$ cat src/rtl/intflag_pkg.sv
`timescale 1ns/1ps
package intflag_pkg;
    localparam int REC_W   = 4;
    localparam int REC_NEG = 3;
    localparam int REC_POS = 2;
    localparam int REC_ZER = 1;
    localparam int REC_SUM = 0;

    typedef struct packed {
        logic             ca;
        logic             ca32;
        logic             ov;
        logic             ov32;
        logic             so;
        logic [REC_W-1:0] rec;
    } flag_state_t;
endpackage

$ cat src/rtl/carry_detect.sv
`timescale 1ns/1ps
module carry_detect #(
    parameter int W     = 64,
    parameter int LOW_W = 32,
    parameter int N_OPS = 3
) (
    input  logic [N_OPS-1:0][W-1:0] ops,
    input  logic [N_OPS-1:0]        op_vld,
    input  logic [W-1:0]            res,
    output logic                    cy_full,
    output logic                    cy_low
);
    logic [N_OPS-1:0] gt_full;
    logic [N_OPS-1:0] gt_low;

    // One unsigned compare per operand and per view.
    for (genvar i = 0; i < N_OPS; i++) begin : g_cmp
        assign gt_full[i] = op_vld[i] && (ops[i] > res);
        assign gt_low[i]  = op_vld[i] && (ops[i][LOW_W-1:0] > res[LOW_W-1:0]);
    end

    assign cy_full = |gt_full;
    assign cy_low  = |gt_low;
endmodule

$ cat src/rtl/ovf_detect.sv
`timescale 1ns/1ps
module ovf_detect #(
    parameter int N_VIEWS = 2
) (
    input  logic [N_VIEWS-1:0] x_sgn,
    input  logic [N_VIEWS-1:0] y_sgn,
    input  logic [N_VIEWS-1:0] r_sgn,
    output logic [N_VIEWS-1:0] ov
);
    // Operands agree in sign and the result disagrees.
    for (genvar v = 0; v < N_VIEWS; v++) begin : g_view
        assign ov[v] = (x_sgn[v] ~^ y_sgn[v]) & (r_sgn[v] ^ x_sgn[v]);
    end
endmodule

$ cat src/rtl/record_form.sv
`timescale 1ns/1ps
module record_form
    import intflag_pkg::*;
#(
    parameter int W = 64
) (
    input  logic [W-1:0]     res,
    input  logic             so_in,
    output logic [REC_W-1:0] rec
);
    logic is_neg;
    logic is_zero;

    assign is_neg  = res[W-1];
    assign is_zero = ~|res;

    always_comb begin
        rec          = '0;
        rec[REC_NEG] = is_neg;
        rec[REC_POS] = ~is_neg & ~is_zero;
        rec[REC_ZER] = is_zero;
        rec[REC_SUM] = so_in;
    end
endmodule

$ cat src/rtl/intflag_unit.sv
`timescale 1ns/1ps
module intflag_unit
    import intflag_pkg::*;
#(
    parameter int W     = 64,
    parameter int LOW_W = 32
) (
    input  logic             clk,
    input  logic             rst,
    input  logic             commit,
    input  logic             inv_a,
    input  logic [W-1:0]     src_a,
    input  logic [W-1:0]     src_b,
    input  logic             src_b_vld,
    input  logic [W-1:0]     imm_val,
    input  logic             imm_vld,
    input  logic [W-1:0]     result,
    input  logic             carry_en,
    input  logic [1:0]       carry_skip,
    input  logic             ovf_en,
    input  logic             ovf_vld,
    input  logic             rec_en,
    output logic             carry_o,
    output logic             carry32_o,
    output logic             ovf_o,
    output logic             ovf32_o,
    output logic             sticky_o,
    output logic [REC_W-1:0] rec_o
);
    localparam int N_OPS   = 3;
    localparam int N_VIEWS = 2;
    localparam int V_FULL  = 0;
    localparam int V_LOW   = 1;

    flag_state_t state_q;
    flag_state_t nxt_d;

    logic [W-1:0]              a_eff;
    logic [W-1:0]              pair_b;
    logic                      pair_ok;
    logic [N_OPS-1:0][W-1:0]   op_list;
    logic [N_OPS-1:0]          op_vld;
    logic                      cy_full;
    logic                      cy_low;
    logic [N_VIEWS-1:0]        x_sgn;
    logic [N_VIEWS-1:0]        y_sgn;
    logic [N_VIEWS-1:0]        r_sgn;
    logic [N_VIEWS-1:0]        ov_vec;
    logic                      ov_wr;
    logic                      so_new;
    logic [REC_W-1:0]          rec_new;

    // Operand set: inverted-or-plain A, then B, then the immediate.
    assign a_eff   = inv_a ? ~src_a : src_a;
    assign op_list = {imm_val, src_b, a_eff};
    assign op_vld  = {imm_vld, src_b_vld, 1'b1};

    // Second member of the set is B if present, else the immediate.
    assign pair_b  = src_b_vld ? src_b : imm_val;
    assign pair_ok = src_b_vld | imm_vld;

    carry_detect #(.W(W), .LOW_W(LOW_W), .N_OPS(N_OPS)) u_carry (
        .ops     (op_list),
        .op_vld  (op_vld),
        .res     (result),
        .cy_full (cy_full),
        .cy_low  (cy_low)
    );

    assign x_sgn[V_FULL] = a_eff[W-1];
    assign x_sgn[V_LOW]  = a_eff[LOW_W-1];
    assign y_sgn[V_FULL] = pair_b[W-1];
    assign y_sgn[V_LOW]  = pair_b[LOW_W-1];
    assign r_sgn[V_FULL] = result[W-1];
    assign r_sgn[V_LOW]  = result[LOW_W-1];

    ovf_detect #(.N_VIEWS(N_VIEWS)) u_ovf (
        .x_sgn (x_sgn),
        .y_sgn (y_sgn),
        .r_sgn (r_sgn),
        .ov    (ov_vec)
    );

    assign ov_wr  = ovf_en & ovf_vld & pair_ok;
    assign so_new = state_q.so | (ov_wr & ov_vec[V_FULL]);

    record_form #(.W(W)) u_rec (
        .res   (result),
        .so_in (so_new),
        .rec   (rec_new)
    );

    always_comb begin
        nxt_d = state_q;
        if (carry_en && !carry_skip[0]) nxt_d.ca   = cy_full;
        if (carry_en && !carry_skip[1]) nxt_d.ca32 = cy_low;
        if (ov_wr) begin
            nxt_d.ov   = ov_vec[V_FULL];
            nxt_d.ov32 = ov_vec[V_LOW];
        end
        nxt_d.so = so_new;
        if (rec_en) nxt_d.rec = rec_new;
    end

    always_ff @(posedge clk) begin
        if (rst) begin
            state_q <= '0;
        end else if (commit) begin
            state_q <= nxt_d;
        end
    end

    assign carry_o   = state_q.ca;
    assign carry32_o = state_q.ca32;
    assign ovf_o     = state_q.ov;
    assign ovf32_o   = state_q.ov32;
    assign sticky_o  = state_q.so;
    assign rec_o     = state_q.rec;
endmodule

$ cat config.mk
export PLATFORM = sky130hd
export DESIGN_NAME = intflag_unit
export DESIGN_NICKNAME = d
export VERILOG_FILES = /design/src/rtl/intflag_pkg.sv /design/src/rtl/carry_detect.sv /design/src/rtl/ovf_detect.sv /design/src/rtl/record_form.sv /design/src/rtl/intflag_unit.sv
export SDC_FILE = /design/constraint.sdc
export NUM_CORES = 1
export LEC_CHECK = 0
export BUFFER_PORTS_ARGS = -buffer_cell sky130_fd_sc_hd__buf_2
export CORE_MARGIN = 4
export CORE_UTILIZATION = 44
export CTS_CLUSTER_SIZE = 28
export DETAILED_ROUTE_END_ITERATION = 8
export GPL_TIMING_DRIVEN = 1
export PLACE_DENSITY = 0.85
export SETUP_SLACK_MARGIN = 0.02
export SYNTH_ARGS = -nofsm -noshare
export SYNTH_HDL_FRONTEND = slang
export SYNTH_HIERARCHICAL = 1
export SYNTH_SLANG_ARGS = --single-unit
$ cat constraint.sdc
create_clock -name clk -period 2.8 [get_ports clk]
set_input_delay 0.28 -clock clk [delete_from_list [all_inputs] [get_ports clk]]
set_output_delay 0.28 -clock clk [all_outputs]
set_load 0.02 [all_outputs]
* Yosys cells after proc, flatten, opt, wreduce, memory -nomap -nowiden
Cells that the tools add are included.
** Storage, ports and cells
- Bits in registers :: 9
** Cells by class
- Magnitude comparators :: 6
- Mux-type cells :: 2
- Bitwise operators :: 14
- Reduce and logical (&&, ||, !) cells :: 16
** Operator list (count)
- > comparator 64 bit :: 3
- 2-to-1 mux 64 bit :: 2
- > comparator 32 bit :: 3
- NOT 64 bit :: 1
- OR reduction 64 bit :: 1
- AND reduction 2 bit :: 4
- AND 1 bit :: 6
- logical AND 1 bit :: 6
- OR reduction 3 bit :: 2
- logical NOT 1 bit :: 3
- bitwise OR 1 bit :: 2
- XNOR 1 bit :: 2
- bitwise XOR 1 bit :: 2
- NOT 1 bit :: 1

* Longest topological paths before layout
Gate-level depths: netlist (run 1).
- Word-level depth :: 6
- Mapped depth :: 13
- Mapped depth without buffers :: 12

* Cells and area by module
Netlist (run 1), hierarchy kept.
** Modules (own cells, without submodules)
- carry_detect :: instances 1, cells an instance 561, area each 4426.7 µm², seq. area each 0.0 µm²
- intflag_unit :: instances 1, cells an instance 117, area each 1092.3 µm², seq. area each 180.2 µm²
- record_form :: instances 1, cells an instance 25, area each 188.9 µm², seq. area each 0.0 µm²
- ovf_detect :: instances 1, cells an instance 6, area each 45.0 µm², seq. area each 0.0 µm²

* Least setup slack after synthesis (run 1)
OpenSTA, ideal clock, no wires.
- Kind :: in2reg
- From :: input port inv_a
- To :: register state_q (netlist bit carry32_o)
- Library setup time :: 0.134 ns
- Arrival time :: 2.565 ns
- Required time :: 2.666 ns
- Slack :: 0.101 ns
- Cell stages on the path :: 13
- Path buffers :: 2
- Cell sequence :: buf_6 -> buf_12 -> xor2_1 -> ha_1 -> a21oi_1 -> o21ai_0 -> o2bb2ai_1 -> or4_1 -> a21oi_1 -> nor2_1 -> or3_1 -> nand4b_1 -> a21oi_1
** Between the ends
- Longest elaborated chain between the ends :: 3
** Ends and longest elaborated chain
- start: declaration :: line intflag_unit.sv:11 : input logic inv_a,
- 2-to-1 mux 64 bit :: line intflag_unit.sv:54 : assign a_eff = inv_a ? ~src_a : src_a;
- net a_eff[7] :: line intflag_unit.sv:38 : logic [W-1:0] a_eff;
- > comparator 32 bit :: line carry_detect.sv:19 : assign gt_low[i] = op_vld[i] && (ops[i][LOW_W-1:0] > res[LOW_W-1:0]);
- OR reduction 3 bit :: line carry_detect.sv:23 : assign cy_low = |gt_low;
- net cy_low :: line intflag_unit.sv:44 : logic cy_low;
- end signal: assignment :: line intflag_unit.sv:109 : state_q <= nxt_d;
- end: declaration :: line intflag_unit.sv:35 : flag_state_t state_q;
The timed path passes the listed nets, and every way through them passes these cells.
A chain may end at the register's enable or synchronous reset.

* Final worst setup path (run 1)
Same ends and word-level chain as after synthesis.

==> run_results.csv, run 1 <==
group,metric,value,unit
worst_hold_path,hp-start,"carry_skip[0]",
place,numPortBuffers,276,
grt,grt_pass1_wl,30.4,mm
clock_tree,cts_hold_buf,0,
floorplanning,core,12700,sq um
sta,fin_crit,2.64,ns
yosys,yosysSeqAreaShare,3.13,%
sta,setup_ws,0.155,ns
sta,finClkSkew,0.0000694,ns
power_and_ir_drop,vdd_drop_max,122,uV
critical_path,slowest_delay,0.45,ns
critical_path,r2r_cells,4,
route,drtIter0Drc,372,
yosys,synth_area_leaders,"ha_1, xor2_1, a21oi_1",
place,dp_slack,-0.146,ns
critical_path,cp_slowest_cell,"or4_4",
sta,rsz0062_at_grt,"no",
yosys,synth_area,5750,sq um
critical_path,crit_fanout,9,
layout,final_area,7500,sq um
layout,syn_to_final_growth,30.4,%
critical_path,critPathKind,"input port to flip-flop",
layout,utilization,59.0,%
critical_path,r2r_slack,2.10,ns
layout,ff_latch_area,180,sq um
route,drt-total-wl,20.5,mm
yosys,yosys_warnings,6,
critical_path,crit_chain,"buf_6 > buf_12 > buf_4 > buf_4 > xor2_1 > inv_1 > ha_1 > nor2b_1 > o211ai_1 > a2111oi_0 > or4_4 > a21oi_2 > nor2_1 > or3_1 > nand4b_1 > a21oi_1",
clock_tree,cts-root-buf,"clkbuf_16",
worst_hold_path,holdPathStages,3,
critical_path,reg2reg_from,"sticky_o",
critical_path,worst_ep_arrival_time,2.76,ns
sta,fmax,378,MHz
sta,final_max_slew_viol_count,0,
sta,finalHoldViolations,0,
power_and_ir_drop,leakage,4.11,nW
critical_path,cpMostUsedCell,"buf_4",
floorplanning,die_x,122,microns
run_status,status,"finished clean",
sta,period_share,94.4,%
place,place_area,7310,sq um
yosys,synth.top_cell.area_share,41.8,%
place,gp_congestion,0.921,
worst_hold_path,hold_class,"input port to flip-flop",
yosys,synth_most_common_cell,"ha_1",
power_and_ir_drop,total_power,0.00152,W
yosys,ys.flop_type,"dfxtp_1",
route,remaining_drc_errors,0,
critical_path,required,2.91,ns
yosys,synth.avg_cell_area,8.11,sq um
grt,grt_max_degree,34,
grt,grt_pass1_vias,6485,
floorplanning,die_h,122,microns
yosys,synth_edf_count,0,
run,max_cap_violations,0,
critical_path,path_delay_family,"simple AND/OR/NAND/NOR gates",
route,vias,6483,
sta,finalSetupViolations,0,
clock_tree,path_clk_slew,0.04,ns
layout,drive_gt1_share,32.8,%
yosys,synthDistinctLibCells,59,
floorplanning,io_pins,277,
sta,slew_headroom,49.8,%
clock_tree,cts_tree,"yes",
grt,overflow,0,
yosys,syn_inst,709,
floorplanning,die_area,15000,sq um
layout,multi_input_comb_area,5200,sq um
critical_path,cp-start-kind,"input port",
route,wl_per_cell,17.5,microns
critical_path,end_kind,"flip-flop",
yosys,async_flop_share,0,%
layout,nFillCells,1161,
sta,worst_pin_slew,0.747,ns
clock_tree,worstSkewPairLatency,0.23,ns
grt,grt_usage,25.3,%
route,ant_nets,0,
yosys,synth_common_cells,"ha_1, a21oi_1, inv_1",
place,hpwl,18.3,mm
critical_path,r2r_end,"rec_o[0]",
floorplanning,fp-row-count,41,
grt,grt_antenna_before_repair,2,
yosys,synth_seq_cells,9,
worst_hold_path,min_to,"carry_o",
layout,diodes,0,
layout,nets,1457,
power_and_ir_drop,powerDensity,202,nW/um^2
route,drtPass1Iterations,5,
clock_tree,clkSinkCount,9,
floorplanning,start_util,45.2,%
clock_tree,cts-htree-levels,1,
clock_tree,cts_buffers,3,
clock_tree,cts_buffer_depth,2,
route,via_per_inst,5.55,
yosys,synth_top_area_cell,"ha_1",
critical_path,path_buf_inv,5,
## how the worst max path moves through the flow
stage | startpoint | to | slack, ns | cells past startpoint
3_3_place_gp | inv_a | carry32_o | -0.06 | 13
2_1_floorplan | inv_a | carry32_o | 0.10 | 13
5_1_grt | inv_a | carry_o | 0.03 | 14
6_report | inv_a | carry32_o | 0.16 | 16
4_1_cts | inv_a | carry_o | 0.1 | 13
3_5_place_dp | inv_a | carry_o | -0.15 | 13
## logic make-up after synthesis
logic type	Yosys count	share of synthesized area, %
buf+inv	80	7.31
xor+xnor	64	9.74
fa+ha+maj	192	41.8
compound gates	170	18.6
simple gates	191	19.1
flops	9	3.13
mux	2	0.391
other cells	1	0.0652
## final cells by class
class | instances | share of cell area, %
Tap cell | 172 | 2.87
Clock buffer | 4 | 1.05
Multi-Input combinational cell | 621 | 69.3
Inverter | 68 | 3.40
Timing Repair Buffer | 294 | 21.0
Sequential cell | 9 | 2.40
## stage by stage
stage,hold WS [ns],cells,TNS [ns]
after global placement,0.441,1158,-0.108
after CTS,0.333,1162,0
after global routing,0.346,1168,0
final,0.333,1168,0
after floorplan,0.440,710,0
after detailed placement,0.443,1158,-0.251
## worst min-delay path, delay by kind of cell
kind | cells | cell delay, ns
AND/OR/NAND/NOR | 1 | 0.10
buffers and inverters | 1 | 0.08
AO/OA/AOI/OAI | 1 | 0.05
## layout by cell type, fill, tap and decap left out, drive strengths merged, types with 9 or more instances in the layout
| master | count |
|---|---|
| a21o | 16 |
| a21oi | 91 |
| buf | 293 |
| dfxtp | 9 |
| ha | 192 |
| inv | 68 |
| nand2 | 49 |
| nand3 | 32 |
| nand4 | 44 |
| nor2 | 13 |
| nor4 | 25 |
| o21ai | 21 |
| xor2 | 64 |
## registers in the layout (all words and copies together) (netlist names)
register and count:
ovf32_o 1, sticky_o 1, carry_o 1, rec_o 4
ovf_o 1, carry32_o 1
## routing by layer
| metal | share of wire, % | GRT usage, % | up-vias | routed length [microns] |
|---|---|---|---|---|
| li1 | - | - | 3254 | - |
| met1 | 38 | 27.7 | 2863 | 7780 |
| met2 | 49 | 47.5 | 306 | 10100 |
| met3 | 8.7 | 5.02 | 56 | 1780 |
| met4 | 3.9 | 9.94 | 4 | 805 |
| met5 | 0.10 | 0 | - | 21 |
## power breakdown
part,switching (W),total [W],internal [W]
clock network,0.0000610,0.000251,0.000190
logic,0.000603,0.00113,0.000528
registers,0.00000157,0.000134,0.000133
total,0.000666,0.00152,0.000850
## what timing repair did
item	CTS	global route
setup buffers	0	5
gates resized for setup	0	13
setup endpoints to repair	0	2
Note: power is estimated with default switching activity, not from simulation.
==> run 2, diff against run 1 <==
==> constraint.sdc (replaced) <==
create_clock -name clk -period 2.8 [get_ports clk]
set_input_delay 0.42 -clock clk [delete_from_list [all_inputs] [get_ports clk]]
set_output_delay 0.42 -clock clk [all_outputs]
set_load 0.02 [all_outputs]
==> run 2 against run 1 <==
  * Utilization rose by 2.8 points
  * Total power rose by 4.6%
  * Register-to-register slack improved by 0.03 ns
  * Clock skew barely moved
  * Worst hold slack improved by 0.13 ns
  * Combinational power rose by 6%
  * Critical endpoint is now carry_o
  * Highest routed layer unchanged
==> run_results.csv, run 2 (synthesis results as in run 1) <==
group,metric,value,unit
critical_path,slowest_delay,0.48,ns
critical_path,critPathKind,"input port to flip-flop",
layout,utilization,61.8,%
layout,drive_gt1_share,36.7,%
power_and_ir_drop,leakage,4.30,nW
power_and_ir_drop,total_power,0.00159,W
layout,final_cell_mix,"buf_2, ha_1, a21oi_1",
sta,finalSetupViolations,0,
layout,nFillCells,1127,
sta,fin_tns_setup,0,ns
critical_path,cp_slowest_cell,"a2111oi_0",
layout,layout.cells.non_filler,1207,
grt,overflow,0,
floorplanning,fp-row-count,41,
sta,fmax,364,MHz
floorplanning,die_x,122,microns
route,drt-total-wl,20.7,mm
critical_path,crit_chain,"buf_2 > inv_1 > ha_1 > a21oi_1 > o21ai_0 > a22o_1 > a2111oi_0 > buf_4 > a21boi_2 > nor3_1 > a2111o_1 > nand4b_1 > a21oi_2",
place,numPortBuffers,276,
route,remaining_drc_errors,0,
sta,finalHoldViolations,0,
clock_tree,worstSkewPairLatency,0.23,ns
run,max_cap_violations,0,
grt,grt_usage,25.6,%
critical_path,path_delay_family,"compound AO/OA/AOI/OAI gates",
critical_path,end_kind,"flip-flop",
grt,grt_pass1_wl,30.8,mm
sta,finClkSkew,0.0000765,ns
route,via_per_inst,5.55,
route,wl_per_cell,17.1,microns
clock_tree,cts-root-buf,"clkbuf_16",
sta,slew_headroom,61.2,%
floorplanning,die_area,15000,sq um
clock_tree,cts_buffers,3,
clock_tree,path_clk_slew,0.04,ns
critical_path,crit_fanout,3,
sta,rsz0062_at_grt,"yes",
worst_hold_path,hold_class,"flip-flop to flip-flop",
power_and_ir_drop,vdd_drop_max,230,uV
grt,grt_pass1_vias,6721,
critical_path,r2r_cells,4,
sta,worst_pin_slew,0.576,ns
floorplanning,start_util,45.2,%
floorplanning,core,12700,sq um
critical_path,required,2.91,ns
sta,final_max_slew_viol_count,0,
grt,grt_antenna_before_repair,1,
critical_path,worst_ep_arrival_time,2.86,ns
floorplanning,io_pins,277,
run_status,status,"finished clean",
layout,final_common_cell,"buf_2",
worst_hold_path,holdPathStages,2,
sta,period_share,98.1,%
clock_tree,cts_buffer_depth,2,
place,hpwl,18.7,mm
grt,grt_max_degree,17,
sta,fin_crit,2.75,ns
route,drtIter0Drc,362,
route,vias,6700,
layout,largest_register_ff_count,4,
critical_path,path_buf_inv,3,
clock_tree,cts-htree-levels,1,
place,gp_congestion,0.947,
clock_tree,cts_tree,"yes",
place,dp_cells,1198,
floorplanning,die_h,122,microns
route,ant_nets,0,
layout,nets,1495,
clock_tree,clkSinkCount,9,
critical_path,cp-start-kind,"input port",
route,drtPass1Iterations,6,
critical_path,crit_cells,13,
layout,syn_to_final_growth,36.6,%
power_and_ir_drop,powerDensity,202,nW/um^2
==> run 2: what timing repair did <==
item | 4_1_cts | 5_1_grt
cloned | 0 | 0
resized for setup | 2 | 28
setup endpoints to repair | 1 | 2
hold buffers | 0 | 0
setup buffers | 0 | 4
pin swaps | 0 | 27
==> run 2: final cells by class <==
class	count	area (sq um)	area share [%]
tap	172	215	2.74
sequential	9	180	2.29
inverter	68	255	3.25
timing repair buffer	332	1850	23.5
multi-input combinational	621	5280	67.2
antenna	1	2.50	0.0318
clock buffer	4	78.8	1.00
==> run 2: routing by layer <==
| metal | vias to the layer above | GRT usage [%] | routed length [microns] |
|---|---|---|---|
| li1 | 3324 | - | - |
| met1 | 3044 | 29.0 | 8180 |
| met2 | 288 | 49.6 | 10400 |
| met3 | 42 | 3.04 | 1590 |
| met4 | 2 | 7.14 | 548 |
| met5 | - | 0 | 12 |
==> run 2: report_power, final <==
group	switching, W	internal, W
Clock	0.0000599	0.000190
Combinational	0.000626	0.000575
Sequential	0.00000189	0.000133
Total	0.000688	0.000897
==> run 2: worst reg2reg max path, delay by kind of cell, from the launching register on <==
| kind | cells | cell delay [ns] |
|---|---|---|
| buf+inv | 1 | 0.06 |
| flops | 1 | 0.31 |
| compound gates | 1 | 0.12 |
| simple gates | 2 | 0.12 |
==> run 2: final timing paths <==
path | start | end | slack, ns
setup / recovery | result[19] | carry_o | 0.05
hold / removal | rec_o[3] | rec_o[3] | 0.46
setup reg to reg | sticky_o | rec_o[0] | 2.13
hold reg to reg | rec_o[3] | rec_o[3] | 0.46
==> run 2: stage by stage <==
| stage | setup slack, ns | instance area (sq um) | hold WS [ns] |
|---|---|---|---|
| global route | -0.0963 | 7860 | 0.482 |
| finish | 0.0540 | 7860 | 0.461 |
| CTS | 0.0317 | 7700 | 0.458 |
| floorplan | 0.0240 | 5770 | 0.534 |
| global placement | -0.161 | 7610 | 0.446 |
| detailed placement | -0.225 | 7610 | 0.453 |
